<file path="src/rtl/qpc_pkg.sv">
package qpc_pkg;
  localparam int LVL_W = 3;  // A, B, C

  // Strobes and levels handed from control to datapath each cycle.
  typedef struct packed {
    logic             stepUp;
    logic             stepDown;
    logic             load;
    logic             presetHeld;
    logic             arm;
    logic             cRise;
    logic             regMode;
    logic [LVL_W-1:0] level;  // [2]=A [1]=B [0]=C, synchronised
  } qpc_stb_t;
endpackage

</file>
<file path="src/rtl/qpc_ctrl.sv">
module qpc_ctrl
  import qpc_pkg::*;
#(
  parameter int SYNC_LEN = 2
) (
  input  logic        clk,
  input  logic        rstN,
  input  logic [7:0]  ctrlByte,
  input  logic        latchOff,
  input  logic        encA,
  input  logic        encB,
  input  logic        encC,
  output qpc_stb_t    stb
);
  localparam int IA = LVL_W - 1;
  localparam int IB = LVL_W - 2;
  localparam int IC = 0;

  logic [LVL_W-1:0] syncPipe [SYNC_LEN];
  logic [LVL_W-1:0] prevLvl;
  logic [LVL_W-1:0] curLvl;
  logic             ctrlPrev2;
  logic             moveEn;
  logic             unusedBits;

  assign unusedBits = ^{ctrlByte[6:3], ctrlByte[1]};

  always_ff @(posedge clk or negedge rstN) begin
    if (!rstN) begin
      for (int i = 0; i < SYNC_LEN; i++) syncPipe[i] <= '0;
      prevLvl   <= '0;
      ctrlPrev2 <= 1'b0;
    end else begin
      syncPipe[0] <= {encA, encB, encC};
      for (int i = 1; i < SYNC_LEN; i++) syncPipe[i] <= syncPipe[i-1];
      prevLvl   <= syncPipe[SYNC_LEN-1];
      ctrlPrev2 <= ctrlByte[2];
    end
  end

  assign curLvl = syncPipe[SYNC_LEN-1];
  assign moveEn = (curLvl[IA] ^ prevLvl[IA]) ^ (curLvl[IB] ^ prevLvl[IB]);

  always_comb begin
    stb            = '0;
    stb.stepUp     = moveEn & (curLvl[IA] ^ prevLvl[IB]);
    stb.stepDown   = moveEn & ~(curLvl[IA] ^ prevLvl[IB]);
    stb.load       = ctrlByte[2] & ~ctrlPrev2 & ~ctrlByte[7];
    stb.presetHeld = ctrlByte[2];
    stb.arm        = ctrlByte[0] & ~ctrlByte[7] & ~latchOff;
    stb.cRise      = curLvl[IC] & ~prevLvl[IC];
    stb.regMode    = ctrlByte[7];
    stb.level      = curLvl;
  end

  AST_LOAD_ONE_SHOT: assert property (@(posedge clk) disable iff (!rstN)
    stb.load |=> !stb.load);
  AST_C_EDGE_SPACED: assert property (@(posedge clk) disable iff (!rstN)
    stb.cRise |=> !stb.cRise);
endmodule

</file>
<file path="src/rtl/qpc_datapath.sv">
module qpc_datapath
  import qpc_pkg::*;
#(
  parameter int CNT_W = 16
) (
  input  logic             clk,
  input  logic             rstN,
  input  qpc_stb_t         stb,
  input  logic [CNT_W-1:0] presetWord,
  input  logic             altStatus,
  output logic [7:0]       statusByte,
  output logic [CNT_W-1:0] dataWord
);
  localparam longint      SPAN_MAX   = (longint'(1) << CNT_W) - 1;
  localparam logic [CNT_W-1:0] CNT_TOP    = '1;
  localparam logic [CNT_W-1:0] CNT_THIRD  = CNT_W'(SPAN_MAX / 3);
  localparam logic [CNT_W-1:0] CNT_TWO_TH = CNT_W'(2 * (SPAN_MAX / 3));

  logic [CNT_W-1:0] count;
  logic [CNT_W-1:0] latchVal;
  logic             latchValid;
  logic             ovfFlag;
  logic             unfFlag;
  logic             loadAck;
  logic             regModeQ;

  always_ff @(posedge clk or negedge rstN) begin
    if (!rstN) begin
      count   <= '0;
      ovfFlag <= 1'b0;
      unfFlag <= 1'b0;
    end else if (stb.load) begin
      count <= presetWord;
    end else if (stb.stepUp) begin
      count <= count + 1'b1;
      if (count == CNT_TOP) begin
        ovfFlag <= 1'b1;
        unfFlag <= 1'b0;
      end else if (count == CNT_THIRD) begin
        ovfFlag <= 1'b0;
      end
    end else if (stb.stepDown) begin
      count <= count - 1'b1;
      if (count == '0) begin
        unfFlag <= 1'b1;
        ovfFlag <= 1'b0;
      end else if (count == CNT_TWO_TH) begin
        unfFlag <= 1'b0;
      end
    end
  end

  always_ff @(posedge clk or negedge rstN) begin
    if (!rstN) begin
      latchVal   <= '0;
      latchValid <= 1'b0;
    end else if (!stb.arm) begin
      latchValid <= 1'b0;
    end else if (stb.cRise && !latchValid) begin
      latchValid <= 1'b1;
      latchVal   <= count;
    end
  end

  always_ff @(posedge clk or negedge rstN) begin
    if (!rstN) begin
      loadAck  <= 1'b0;
      regModeQ <= 1'b0;
    end else begin
      regModeQ <= stb.regMode;
      if (stb.load) loadAck <= 1'b1;
      else if (!stb.presetHeld) loadAck <= 1'b0;
    end
  end

  always_comb begin
    statusByte    = '0;
    statusByte[7] = regModeQ;
    statusByte[2] = loadAck;
    statusByte[0] = latchValid;
    if (altStatus) statusByte[5:3] = stb.level;
    else statusByte[4:3] = {ovfFlag, unfFlag};
  end

  assign dataWord = latchValid ? latchVal : count;

  AST_OVF_WRAP: assert property (@(posedge clk) disable iff (!rstN)
    (stb.stepUp && !stb.load && count == CNT_TOP) |=> (ovfFlag && !unfFlag && count == '0));
  AST_UNF_WRAP: assert property (@(posedge clk) disable iff (!rstN)
    (stb.stepDown && !stb.load && count == '0) |=> (unfFlag && !ovfFlag && count == CNT_TOP));
  AST_FLAGS_EXCLUSIVE: assert property (@(posedge clk) disable iff (!rstN)
    !(ovfFlag && unfFlag));
  AST_LOAD_KEEPS_FLAGS: assert property (@(posedge clk) disable iff (!rstN)
    stb.load |=> (count == $past(presetWord) && $stable(ovfFlag) && $stable(unfFlag)));
  AST_LATCH_HOLD: assert property (@(posedge clk) disable iff (!rstN)
    (latchValid && stb.arm) |=> (latchValid && $stable(latchVal)));
endmodule

</file>
<file path="src/rtl/quad_pos_counter.sv">
module quad_pos_counter
  import qpc_pkg::*;
#(
  parameter int CNT_W    = 16,
  parameter int SYNC_LEN = 2
) (
  input  logic             clk,
  input  logic             rstN,
  input  logic [7:0]       ctrlByte,
  input  logic [CNT_W-1:0] presetWord,
  input  logic [15:0]      featureWord,
  input  logic             encA,
  input  logic             encB,
  input  logic             encC,
  output logic [7:0]       statusByte,
  output logic [CNT_W-1:0] dataWord
);
  qpc_stb_t stb;
  logic     unusedFeat;

  assign unusedFeat = ^featureWord[14:1];

  qpc_ctrl #(.SYNC_LEN(SYNC_LEN)) u_ctrl (
    .clk(clk), .rstN(rstN), .ctrlByte(ctrlByte), .latchOff(featureWord[15]),
    .encA(encA), .encB(encB), .encC(encC), .stb(stb)
  );

  qpc_datapath #(.CNT_W(CNT_W)) u_dp (
    .clk(clk), .rstN(rstN), .stb(stb), .presetWord(presetWord),
    .altStatus(featureWord[0]), .statusByte(statusByte), .dataWord(dataWord)
  );
endmodule

</file>
<file path="config.mk">
export PLATFORM = sky130hd
export DESIGN_NAME = quad_pos_counter
export DESIGN_NICKNAME = d
export VERILOG_FILES = /design/src/rtl/qpc_pkg.sv /design/src/rtl/qpc_ctrl.sv /design/src/rtl/qpc_datapath.sv /design/src/rtl/quad_pos_counter.sv
export SDC_FILE = /design/constraint.sdc
export NUM_CORES = 1
export LEC_CHECK = 0
export ABC_AREA = 0
export BUFFER_PORTS_ARGS = -buffer_cell sky130_fd_sc_hd__buf_2
export CAP_MARGIN = 25
export CORE_MARGIN = 2
export CORE_UTILIZATION = 47
export DETAILED_ROUTE_END_ITERATION = 10
export GPL_TIMING_DRIVEN = 0
export PLACE_DENSITY = 0.71
export SLEW_MARGIN = 15
export SYNTH_ARGS = -nofsm -noshare
export SYNTH_HDL_FRONTEND = slang
export SYNTH_HIERARCHICAL = 1
export SYNTH_SLANG_ARGS = --single-unit
</file>
<file path="constraint.sdc">
create_clock -name clk -period 4.9 [get_ports clk]
set_clock_uncertainty 0.15 [all_clocks]
set_input_delay 0.49 -clock clk [delete_from_list [all_inputs] [get_ports clk]]
set_output_delay 0.49 -clock clk [all_outputs]
set_load 0.02 [all_outputs]
</file>
# [Word-level counts from Yosys, hierarchy flattened]
# Cells that the tools add are included.
[word_totals] regBits=47 input_bits=45 output_inout_bits=24 wordCells=67
[op_classes] addsub=2 n_eq_ne=7 n_mux=20 n_bitwise=17 n_reduce_logical=10
[op_table] cell="$mux 16" n=4
[op_table] cell="$eq 16x16->1 const B" n=2
[op_table] cell="$add 16x1->16 const B" n=1
[op_table] cell="$eq 16x15->1 const B" n=1
[op_table] cell="$logic_not 16->1" n=1
[op_table] cell="$sub 16x1->16 const B" n=1
[op_table] cell="$mux 1" n=15
[op_table] cell="$reduce_and 4->1" n=2
[op_table] cell="$and 1x1->1" n=7
[op_table] cell="$not 1->1" n=6
[op_table] cell="$reduce_bool 3->1" n=2
[op_table] cell="$ne 2x1->1 const B" n=2
[op_table] cell="$reduce_bool 2->1" n=2
[op_table] cell="$xor 1x1->1" n=4
[op_table] cell="$ne 3x1->1 const B" n=1
[op_table] cell="$mux 2" n=1
[op_table] cell="$ne 2x2->1 const B" n=1
[op_table] cell="$reduce_and 2->1" n=1
[op_table] cell="$logic_and 1x1->1" n=1
[op_table] cell="$logic_not 1->1" n=1

# [Depth between registers and ports, before layout]
# Gate-level depths: netlist of run 1.
[logic_depth] depth_word=6 mapped_depth=10 ltp_nobuf=10

# [By module]
# The synthesis of run 1 kept the hierarchy.
[modules_own_cells] module="qpc_datapath" instances=1 cells_per_inst=274 area_per_inst_um2=2613.8 seq_area_each_um2=925.9
[modules_own_cells] module="qpc_ctrl" instances=1 cells_per_inst=22 area_per_inst_um2=336.6 seq_area_each_um2=250.2

# [Worst setup path before layout of run 1]
# Ideal clock, no wire load.
[synth_timing] kind="register -> register" startpoint="register u_ctrl.syncPipe (netlist bit u_ctrl/curLvl[1])" endpoint="register u_dp.count[12]" setup_time_ns=0.126 t_arrival_ns=2.716 required_time_ns=4.624 slack_ns=1.908 path_stages_with_launch=11 n_path_buf=0 period_less_slack_ns=2.992 cell_sequence="dfrtp_1 -> xnor2_1 -> and2_1 -> inv_1 -> ha_1 -> nor2b_1 -> o31a_1 -> o31a_1 -> o311ai_1 -> mux2i_1 -> nand2_1"
[synth_rtl] item="start, declared" line="qpc_ctrl.sv:19" text="logic [LVL_W-1:0] syncPipe [SYNC_LEN];"
[synth_rtl] item="end signal, assigned" line="qpc_datapath.sv:33" text="count <= presetWord;"
[synth_rtl] item="end signal, assigned" line="qpc_datapath.sv:35" text="count <= count + 1'b1;"
[synth_rtl] item="end signal, assigned" line="qpc_datapath.sv:43" text="count <= count - 1'b1;"
[synth_rtl] item="end, declared" line="qpc_datapath.sv:19" text="logic [CNT_W-1:0] count;"

==> impl_results.md, run 1 <==
- Status: finished clean
- Critical path fanouts, max: 15
- Slew Viols, Final: 0
- GRT Total Usage: 0.2083
- Max Root-Sink Buffers: 2
- DRT Pass-1 Iters: 4
- Crit Path Class: register to register
- Largest family of logic cells by synthesized area: compound AO/OA/AOI/OAI gates
- Count of final hold-check violations: 0
- Bufs and invs on worst path: 1
- Slew headroom: 0.5053
- Worst Setup SP: u_ctrl/curLvl[1]$_DFF_PN0_
- Minimum clock period after layout: 3.479 ns
- RSZ-0062 raised after global routing: no
- Multi-input logic area: 1610 um^2
- Worst-Skew Late Latency: 0.30 ns
- HP Class: input pin to register
- Fin nets: 413
- Sink Count: 47
- PostCTS Resize Cnt: 0
- Syn-to-layout area delta: 15.18%
- Residual DRC: 0
- Port bufs: 47
- Worst Path Arrival: 3.51 ns
- Synthesized instance count: 296
- Critical-path cell list: xnor2_1 -> and2_1 -> inv_1 -> ha_1 -> nor2b_1 -> o31a_1 -> o31a_1 -> o311ai_1 -> mux2i_1 -> nand2_1
- Die Wd: 83.23 um
- Die area: 6927 um^2
- Antenna Cells: 0
- Yosys warns: 6
- DRT antenna net count: 0
- Register area share after synthesis: 0.3986
- Total number of vias: 2438
- Initial antenna violation count: 0
- Layout cells sized above 1: 0.3051
- Clock-pin transition on the worst setup and hold timing paths: 0.08 ns
- Routed WL: 6704 um
- TritonCTS clock tree: built
- Final-report setup violation count: 0
- Detailed placement HPWL: 5020 um
- 1st-iter DRT viols: 177
- Ys flop type: dfrtp_1
- Non-filler instance count after layout: 429
- CP top delay family: compound AO/OA/AOI/OAI gates
- Avg Synthesized Cell Area: 9.967 um^2
- Reg-to-Reg End: u_dp/count[12]$_DFFE_PN0P_
- Vias in the first global route: 2454
- Die Y: 83.23 um
- Critical path depth in cells: 10
- XOR/XNOR Fraction of Synth Area: 0.02672
- Crit path to: u_dp/count[12]$_DFFE_PN0P_
- Top cell by count, worst path: o31a_1
- Async SR Flop Fraction: 1.000
- Post-synth EDFFs: 0
- Simple-gate share of the synthesized area: 0.1472
- Fillers: 534
- WL per Instance: 15.63 um
- Synth Area in Compound Gates: 0.1667
- Initial core utilization: 0.4925
- Seq. cell area: 1176 um^2
- Max_cap viols: 0
- Core footprint: 5991 um^2
- Lkg Pwr: 1.535 nW
- Post-Place Cells: 420
- R2R setup slack: 1.42 ns
- Synthesized area: 2950 um^2
- Htree depth: 2
- Crit end category: register
- Adder-Cell Fraction of Synth Area: 0.06616
- Pwr/cell area: 587.4 nW/um^2
- CP max stage cell: ha_1
- Max Freq: 287.4 MHz
- Most frequent cells in the layout: buf_2, dfrtp_1, mux2_2, a21oi_1, nand2_1
- Global-route wire length before repair: 11690 um
- #FFs+latches synth: 47
- Root Buffer: clkbuf_8
- Total CTS buffers: 5
- Largest net degree at the start of global routing: 30
- Mux contribution to synthesized area: 0.1366
- Worst path max stage delay: 0.45 ns
- Grt ovf: 0
- Fin crit share: 0.7100
- Gpl congestion: 0.8874
- Number of cell rows: 28
- Critical Path RT: 4.94 ns
- CP startpoint kind: register
- Worst ir drop on vdd: 0.3967 mV
- Worst reg2reg path depth: 10
- R2r startpoint: u_ctrl/curLvl[1]$_DFF_PN0_
- Vias/cell: 5.683
- Synth cell types: 51
- Slew at the pin closest to its max-slew limit: 0.7405 ns
- Number of I/O pins: 69
- Setup TNS: 0 ns
==> area by class of cell <==
| cell class | instances | area share |
|---|---|---|
| Buffer | 19 | 0.03719 |
| Clock buffer | 6 | 0.02135 |
| Clock inverter | 2 | 0.003682 |
| Inverter | 11 | 0.01215 |
| Multi-Input combinational cell | 220 | 0.4739 |
| Sequential cell | 47 | 0.3461 |
| Tap cell | 75 | 0.02761 |
| Timing Repair Buffer | 49 | 0.07806 |
==> cells by family (layout without fill, tap and decap cells) <==
kind of cell,Yosys count,count (layout)
compound gates,74,74
xor+xnor,9,9
fa+ha+maj,15,15
buf+inv,30,87
flops,47,47
mux,36,36
other cells,1,2
simple gates,84,84
==> metrics by stage <==
stage / setup WS [ns] / util / hold slack (ns) / power [mW] / area, um^2
detailed placement: 1.473 / 0.5514 / 0.1847 / 1.762 / 3303
finish: 1.421 / 0.5673 / 0.1400 / 1.996 / 3398
global route: 1.139 / 0.5673 / 0.1161 / 2.179 / 3398
global placement: 1.543 / 0.5480 / 0.1835 / 1.730 / 3283
CTS: 1.455 / 0.5673 / 0.1315 / 2.000 / 3398
floorplan: 1.908 / - / 0.04441 / 1.485 / 2954
==> what timing repair did <==
action | 4_1_cts | 5_1_grt
endpoints found under the setup margin | 0 | 0
endpoints found under the hold margin | 16 | 0
hold buffers | 1 | 0
buffers inserted | 0 | 0
==> cell usage after synthesis, types with 5 or more instances <==
master    number  area (um^2)
nand3_1        7        35.03
o21ai_0       17        85.08
nor3b_1        9        67.56
nand2_1       19        71.32
clkbuf_1       7        26.28
mux2_2        34        382.9
buf_4         10        75.07
a211oi_1       6        45.04
o21a_1         8        60.06
a21oi_1       20        100.1
xor2_1         5        43.79
dfrtp_1       47         1176
nand4_1        5        31.28
nor3_1         9        45.04
ha_1          14        175.2
nor2_1        16        60.06
inv_1         11        41.29
==> report_power, final <==
part           total, mW  switching [mW]  internal, mW  leakage [nW]
Sequential         0.677           0.154         0.523         0.568
Clock              0.228           0.128        0.0998        0.0412
Combinational       1.09           0.596         0.494         0.925
Total               2.00           0.879          1.12          1.53
==> state kept, by name, summed over array words and instances, names as in the netlist <==
| register | count |
|---|---|
| u_dp/latchValid | 1 |
| u_dp/ovfFlag | 1 |
| u_dp/latchVal | 16 |
| u_dp/unfFlag | 1 |
| u_dp/count | 16 |
| u_dp/regModeQ | 1 |
| u_dp/loadAck | 1 |
| u_ctrl/curLvl | 3 |
| u_ctrl/prevLvl | 3 |
| u_ctrl/ctrlPrev2 | 1 |
| u_ctrl/syncPipe | 3 |
==> routing by layer <==
layer,track usage,part of all wire,up-vias
li1,-,-,1189
met3,0.04970,0.056,12
met2,0.3130,0.44,84
met1,0.2899,0.49,1153
met5,0,0,-
met4,0.08197,0.017,0
==> how the worst min path moves through the flow <==
stage / start / endpoint / slack (ns) / cells past startpoint
floorplan: rstN / u_ctrl/ctrlPrev2$_DFF_PN0_ / 0.04 / 0
global placement: u_ctrl/syncPipe[4]$_DFF_PN0_ / u_ctrl/curLvl[1]$_DFF_PN0_ / 0.18 / 0
detailed placement: u_ctrl/syncPipe[5]$_DFF_PN0_ / u_ctrl/curLvl[2]$_DFF_PN0_ / 0.18 / 0
CTS: encB / u_ctrl/syncPipe[4]$_DFF_PN0_ / 0.13 / 1
global route: encC / u_ctrl/syncPipe[3]$_DFF_PN0_ / 0.12 / 1
finish: encB / u_ctrl/syncPipe[4]$_DFF_PN0_ / 0.14 / 1
Power figures use the tool's default switching activity.
==> run 2, diff against run 1 <==
==> constraint.sdc (replaced) <==
create_clock -name clk -period 3.5 [get_ports clk]
set_clock_uncertainty 0.15 [all_clocks]
set_input_delay 0.35 -clock clk [delete_from_list [all_inputs] [get_ports clk]]
set_output_delay 0.35 -clock clk [all_outputs]
set_load 0.02 [all_outputs]
==> impl_results.md, run 2 (same netlist as run 1, synthesis figures left out) <==
- Largest regs: u_dp/count: 16 flops, u_dp/latchVal: 16 flops
- Critical Path RT: 3.54 ns
- RSZ-0062 raised after global routing: no
- Total number of vias: 2457
- Total CTS buffers: 5
- DRT antenna net count: 0
- Clock-pin transition on the worst setup and hold timing paths: 0.09 ns
- Most frequent cells in the layout: buf_2, dfrtp_1, mux2_2, a21oi_1, nand2_1
- Htree depth: 2
- Layout cells sized above 1: 0.3158
- R2R setup slack: 0.21 ns
- Initial antenna violation count: 0
- DRT Pass-1 Iters: 4
- R2r startpoint: u_ctrl/curLvl[1]$_DFF_PN0_
- Max_cap viols: 0
- Sink Count: 47
- Worst Setup SP: u_ctrl/curLvl[1]$_DFF_PN0_
- Largest net degree at the start of global routing: 30
- Global-route wire length before repair: 11700 um
- Setup TNS: 0 ns
- Non-filler instance count after layout: 436
- Worst-Skew Late Latency: 0.30 ns
- Critical path depth in cells: 11
- Slew at the pin closest to its max-slew limit: 0.7361 ns
- Vias/cell: 5.635
- Die Wd: 83.23 um
- Top cell by count, worst path: o31a_1
- WL per Instance: 15.52 um
- Port bufs: 47
- Root Buffer: clkbuf_8
- Core footprint: 5991 um^2
- Worst path max stage delay: 0.41 ns
- Routed WL: 6767 um
- 1st-iter DRT viols: 176
- Minimum clock period after layout: 3.294 ns
- Fin nets: 420
- Lkg Pwr: 1.563 nW
- Detailed placement HPWL: 5020 um
- Worst Path Arrival: 3.33 ns
- CP startpoint kind: register
- Max Freq: 303.6 MHz
- Max Root-Sink Buffers: 2
- Crit Path Class: register to register
- Number of I/O pins: 69
- Grt ovf: 0
- Slew Viols, Final: 0
- Count of final hold-check violations: 0
- Worst ir drop on vdd: 0.5545 mV
- Gpl congestion: 0.8874
- Vias in the first global route: 2457
- Slew headroom: 0.5082
- Critical-path cell list: xnor2_1 -> and2_2 -> clkinvlp_4 -> buf_4 -> ha_1 -> nor2b_1 -> o31a_1 -> o31a_1 -> o311ai_1 -> mux2i_1 -> nand2_1
- Status: finished clean
- Crit end category: register
- Final-report setup violation count: 0
- Residual DRC: 0
- Antenna Cells: 0
- Initial core utilization: 0.4925
- Post-Place Cells: 420
- Worst reg2reg path depth: 11
- Pwr/cell area: 810.4 nW/um^2
- CP max stage cell: dfrtp_1
- CP top delay family: compound AO/OA/AOI/OAI gates
- Reg-to-Reg End: u_dp/count[12]$_DFFE_PN0P_
- Fin crit share: 0.9410
- Number of cell rows: 28
- TritonCTS clock tree: built
- Syn-to-layout area delta: 17.39%
- Critical path fanouts, max: 12
- GRT Total Usage: 0.2085
- Die Y: 83.23 um
- HP Class: input pin to register
- Die area: 6927 um^2
- Crit path to: u_dp/count[12]$_DFFE_PN0P_
- Fillers: 523
- Bufs and invs on worst path: 2
- Total design power: 2.807 mW
run 2: stage by stage:
step                hold WS (ns)  setup WS, ns  utilization  instance area [um^2]
floorplan               -0.09559        0.5079            -                  2954
global placement          0.1835        0.1432       0.5480                  3283
detailed placement        0.1847       0.07345       0.5514                  3303
CTS                      0.02204       0.05464       0.5723                  3428
global route             0.01457      0.002627       0.5781                  3463
finish                   0.02826        0.2064       0.5781                  3463
run 2: repair_timing:
item                                    4_1_cts  5_1_grt
gates resized for setup                       0        2
hold buffers                                  4        0
buffers inserted                              0        4
endpoints found under the setup margin        0        4
hold endpoints to repair                     21        0
run 2: area by class of cell:
type | instances | area (um^2) | area share
Tap cell | 75 | 93.84 | 0.02710
Sequential cell | 47 | 1176 | 0.3396
Buffer | 19 | 126.4 | 0.03649
Clock inverter | 2 | 12.51 | 0.003613
Inverter | 11 | 45.04 | 0.01301
Timing Repair Buffer | 56 | 325.3 | 0.09393
Multi-Input combinational cell | 220 | 1612 | 0.4653
Clock buffer | 6 | 72.57 | 0.02095
run 2: worst min-delay path by stage:
stage                                 start                          to  cells after the start
2_1_floorplan                          rstN  u_ctrl/ctrlPrev2$_DFF_PN0_                      0
3_3_place_gp   u_ctrl/syncPipe[4]$_DFF_PN0_  u_ctrl/curLvl[1]$_DFF_PN0_                      0
3_5_place_dp   u_ctrl/syncPipe[5]$_DFF_PN0_  u_ctrl/curLvl[2]$_DFF_PN0_                      0
4_1_cts                         ctrlByte[2]  u_ctrl/ctrlPrev2$_DFF_PN0_                      1
5_1_grt                         ctrlByte[2]  u_ctrl/ctrlPrev2$_DFF_PN0_                      1
6_report                        ctrlByte[2]  u_ctrl/ctrlPrev2$_DFF_PN0_                      1
run 2: power by group:
group | leakage (nW) | internal [mW] | switching (mW)
clock network | 0.0412 | 0.140 | 0.179
registers | 0.568 | 0.732 | 0.217
logic | 0.954 | 0.700 | 0.838
run 2: worst register-to-register path: cells and delay by family (launching register included):
family | cells | cell delay, ns
AOI/OAI and AO/OA | 3 | 0.99
xor gates and xnor gates | 1 | 0.18
adders and majority gates | 1 | 0.36
buffers and inverters | 2 | 0.30
DFF | 1 | 0.41
muxes | 1 | 0.25
and+or+nand+nor | 3 | 0.54
run 2: layer usage:
metal | GRT usage | part of all wire | up-vias
met5 | 0 | 0 | -
met4 | 0.08197 | 0.015 | 0
met3 | 0.04970 | 0.049 | 10
met2 | 0.3130 | 0.44 | 69
met1 | 0.2905 | 0.49 | 1174
li1 | - | - | 1204
==> run 3, diff against run 2 <==
--- a/config.mk
+++ b/config.mk
@@ -8,7 +8,6 @@
 export ABC_AREA = 0
 export BUFFER_PORTS_ARGS = -buffer_cell sky130_fd_sc_hd__buf_2
 export CAP_MARGIN = 25
-export CORE_MARGIN = 2
 export CORE_UTILIZATION = 47
 export DETAILED_ROUTE_END_ITERATION = 10
 export GPL_TIMING_DRIVEN = 0
==> impl_results.md, run 3 (same netlist as run 1, synthesis figures left out) <==
- Worst path max stage delay: 0.41 ns
- Min setup slack post-route: 0.2963 ns
- Fin nets: 424
- Total CTS buffers: 5
- Minimum clock period after layout: 3.204 ns
- Most frequent cells in the layout: buf_2, dfrtp_1, mux2_2, a21oi_1
- GRT Total Usage: 0.2192
- Slew at the pin closest to its max-slew limit: 0.7116 ns
- Critical Path RT: 3.55 ns
- Vias in the first global route: 2317
- CP startpoint kind: register
- Initial core utilization: 0.4925
- Routed WL: 6761 um
- Bufs and invs on worst path: 2
- Pre-CTS setup slack: 0.1407 ns
- Residual DRC: 0
- HP Class: input pin to register
- Slew headroom: 0.5245
- Syn-to-layout area delta: 19.00%
- Top cell by count, worst path: o21a_1
- Post-Place Cells: 420
- WL per Instance: 15.37 um
- Grt ovf: 0
- Worst-Skew Late Latency: 0.30 ns
- Detailed placement HPWL: 4970 um
- Core footprint: 5991 um^2
- R2R setup slack: 0.30 ns
- Final-report setup violation count: 0
- Htree depth: 2
- DRT Pass-1 Iters: 4
- Number of cell rows: 28
- Number of I/O pins: 69
- Non-filler instance count after layout: 440
- Max Freq: 312.1 MHz
- Largest regs: u_dp/count: 16 flops, u_dp/latchVal: 16 flops
- Die area: 6598 um^2
- Port bufs: 47
- TritonCTS clock tree: built
- CP max stage cell: dfrtp_1
- CP top delay family: compound AO/OA/AOI/OAI gates
- 1st-iter DRT viols: 166
- Root Buffer: clkbuf_8
- Global-route wire length before repair: 10880 um
- Fin crit share: 0.9153
- Count of final hold-check violations: 0
- Layout cells sized above 1: 0.3288
- Critical path fanouts, max: 8
- Max_cap viols: 0
- Worst Path Arrival: 3.25 ns
- Clock-pin transition on the worst setup and hold timing paths: 0.09 ns
- Crit end category: register
- Max Root-Sink Buffers: 2
- Initial antenna violation count: 0
- Worst ir drop on vdd: 0.4418 mV
- Lkg Pwr: 1.591 nW
- Die Wd: 81.23 um
- Die Y: 81.23 um
- Antenna Cells: 0
- Largest net degree at the start of global routing: 28
- Slew Viols, Final: 0
- Gpl congestion: 0.9064
- Sink Count: 47
- Vias/cell: 5.625
- Pwr/cell area: 812.8 nW/um^2
- Critical-path cell list: xnor2_1 -> and2_2 -> clkinvlp_4 -> buf_4 -> ha_1 -> o21a_1 -> o21a_1 -> nand4_1 -> a311o_1 -> a2111oi_2 -> and3b_1
- Status: finished clean
- DRT antenna net count: 0
- Total number of vias: 2475
- Crit Path Class: register to register
-- run 3: cell types whose count changed in the layout (fill, tap and decap cells not counted) --
cell / previous run / this run
clkbuf_8: 6 / 8
clkinv_2: 1 / 0
dlygate4sd3_1: 4 / 3
a2111oi_1: 0 / 1
buf_4: 14 / 19
clkbuf_1: 8 / 7
a2111oi_0: 1 / 0
-- run 3: layout make-up --
class	count	area, um^2
Fill cell	525	2480
Multi-Input combinational cell	220	1613
Sequential cell	47	1176
Timing Repair Buffer	60	352.8
Buffer	19	126.4
Clock buffer	7	96.34
Tap cell	75	93.84
Inverter	11	45.04
Clock inverter	1	7.507
-- run 3: worst register-to-register path: stages, from the launching register on --
cell and delay (ns):
dfrtp_1 0.41, xnor2_1 0.18, and2_2 0.29, clkinvlp_4 0.20, buf_4 0.17, ha_1 0.34, o21a_1 0.14, o21a_1 0.14
nand4_1 0.13, a311o_1 0.39, a2111oi_2 0.35, and3b_1 0.21
-- run 3: what timing repair did --
action,4_1_cts,5_1_grt
gates resized for setup,0,3
setup endpoints to repair,0,5
hold buffers,3,0
buffers inserted,0,9
hold endpoints to repair,22,0
-- run 3: report_power, final --
group          internal, mW  total (mW)  switching [mW]
logic                 0.708        1.55           0.843
clock network         0.180       0.356           0.176
registers             0.732       0.947           0.215
total                  1.62        2.85            1.23
-- run 3: path summary, 6_finish.rpt --
| check | startpoint | to | cells after the start |
|---|---|---|---|
| worst max-delay path | u_ctrl/curLvl[1]$_DFF_PN0_ | u_dp/count[13]$_DFFE_PN0P_ | 11 |
| worst min-delay path | encC | u_ctrl/syncPipe[3]$_DFF_PN0_ | 1 |
| worst max register to register | u_ctrl/curLvl[1]$_DFF_PN0_ | u_dp/count[13]$_DFFE_PN0P_ | 11 |
| worst min register to register | u_ctrl/syncPipe[5]$_DFF_PN0_ | u_ctrl/curLvl[2]$_DFF_PN0_ | 0 |
| max in group asynchronous | rstN | u_dp/count[4]$_DFFE_PN0P_ | 3 |
| min in group asynchronous | rstN | u_dp/count[14]$_DFFE_PN0P_ | 2 |
-- run 3: per-layer routing --
layer,GRT usage,routed length [um],part of all wire,up-vias
met5,0,0,0,-
met4,0.09643,170,0.025,0
met3,0.03933,404,0.060,19
met2,0.3496,3030,0.45,86
met1,0.2898,3155,0.47,1164
li1,-,-,-,1206
-- run 3: through the flow --
step / instance area (um^2) / setup TNS (ns) / hold slack, ns / util / power [mW]
floorplan: 2954 / 0 / -0.09559 / - / 2.079
global placement: 3283 / 0 / 0.1836 / 0.5480 / 2.417
detailed placement: 3303 / 0 / 0.1895 / 0.5514 / 2.461
CTS: 3437 / 0 / 0.003414 / 0.5737 / 2.834
global route: 3511 / -0.004508 / 0.001811 / 0.5860 / 3.099
finish: 3511 / 0 / 0.008834 / 0.5860 / 2.854
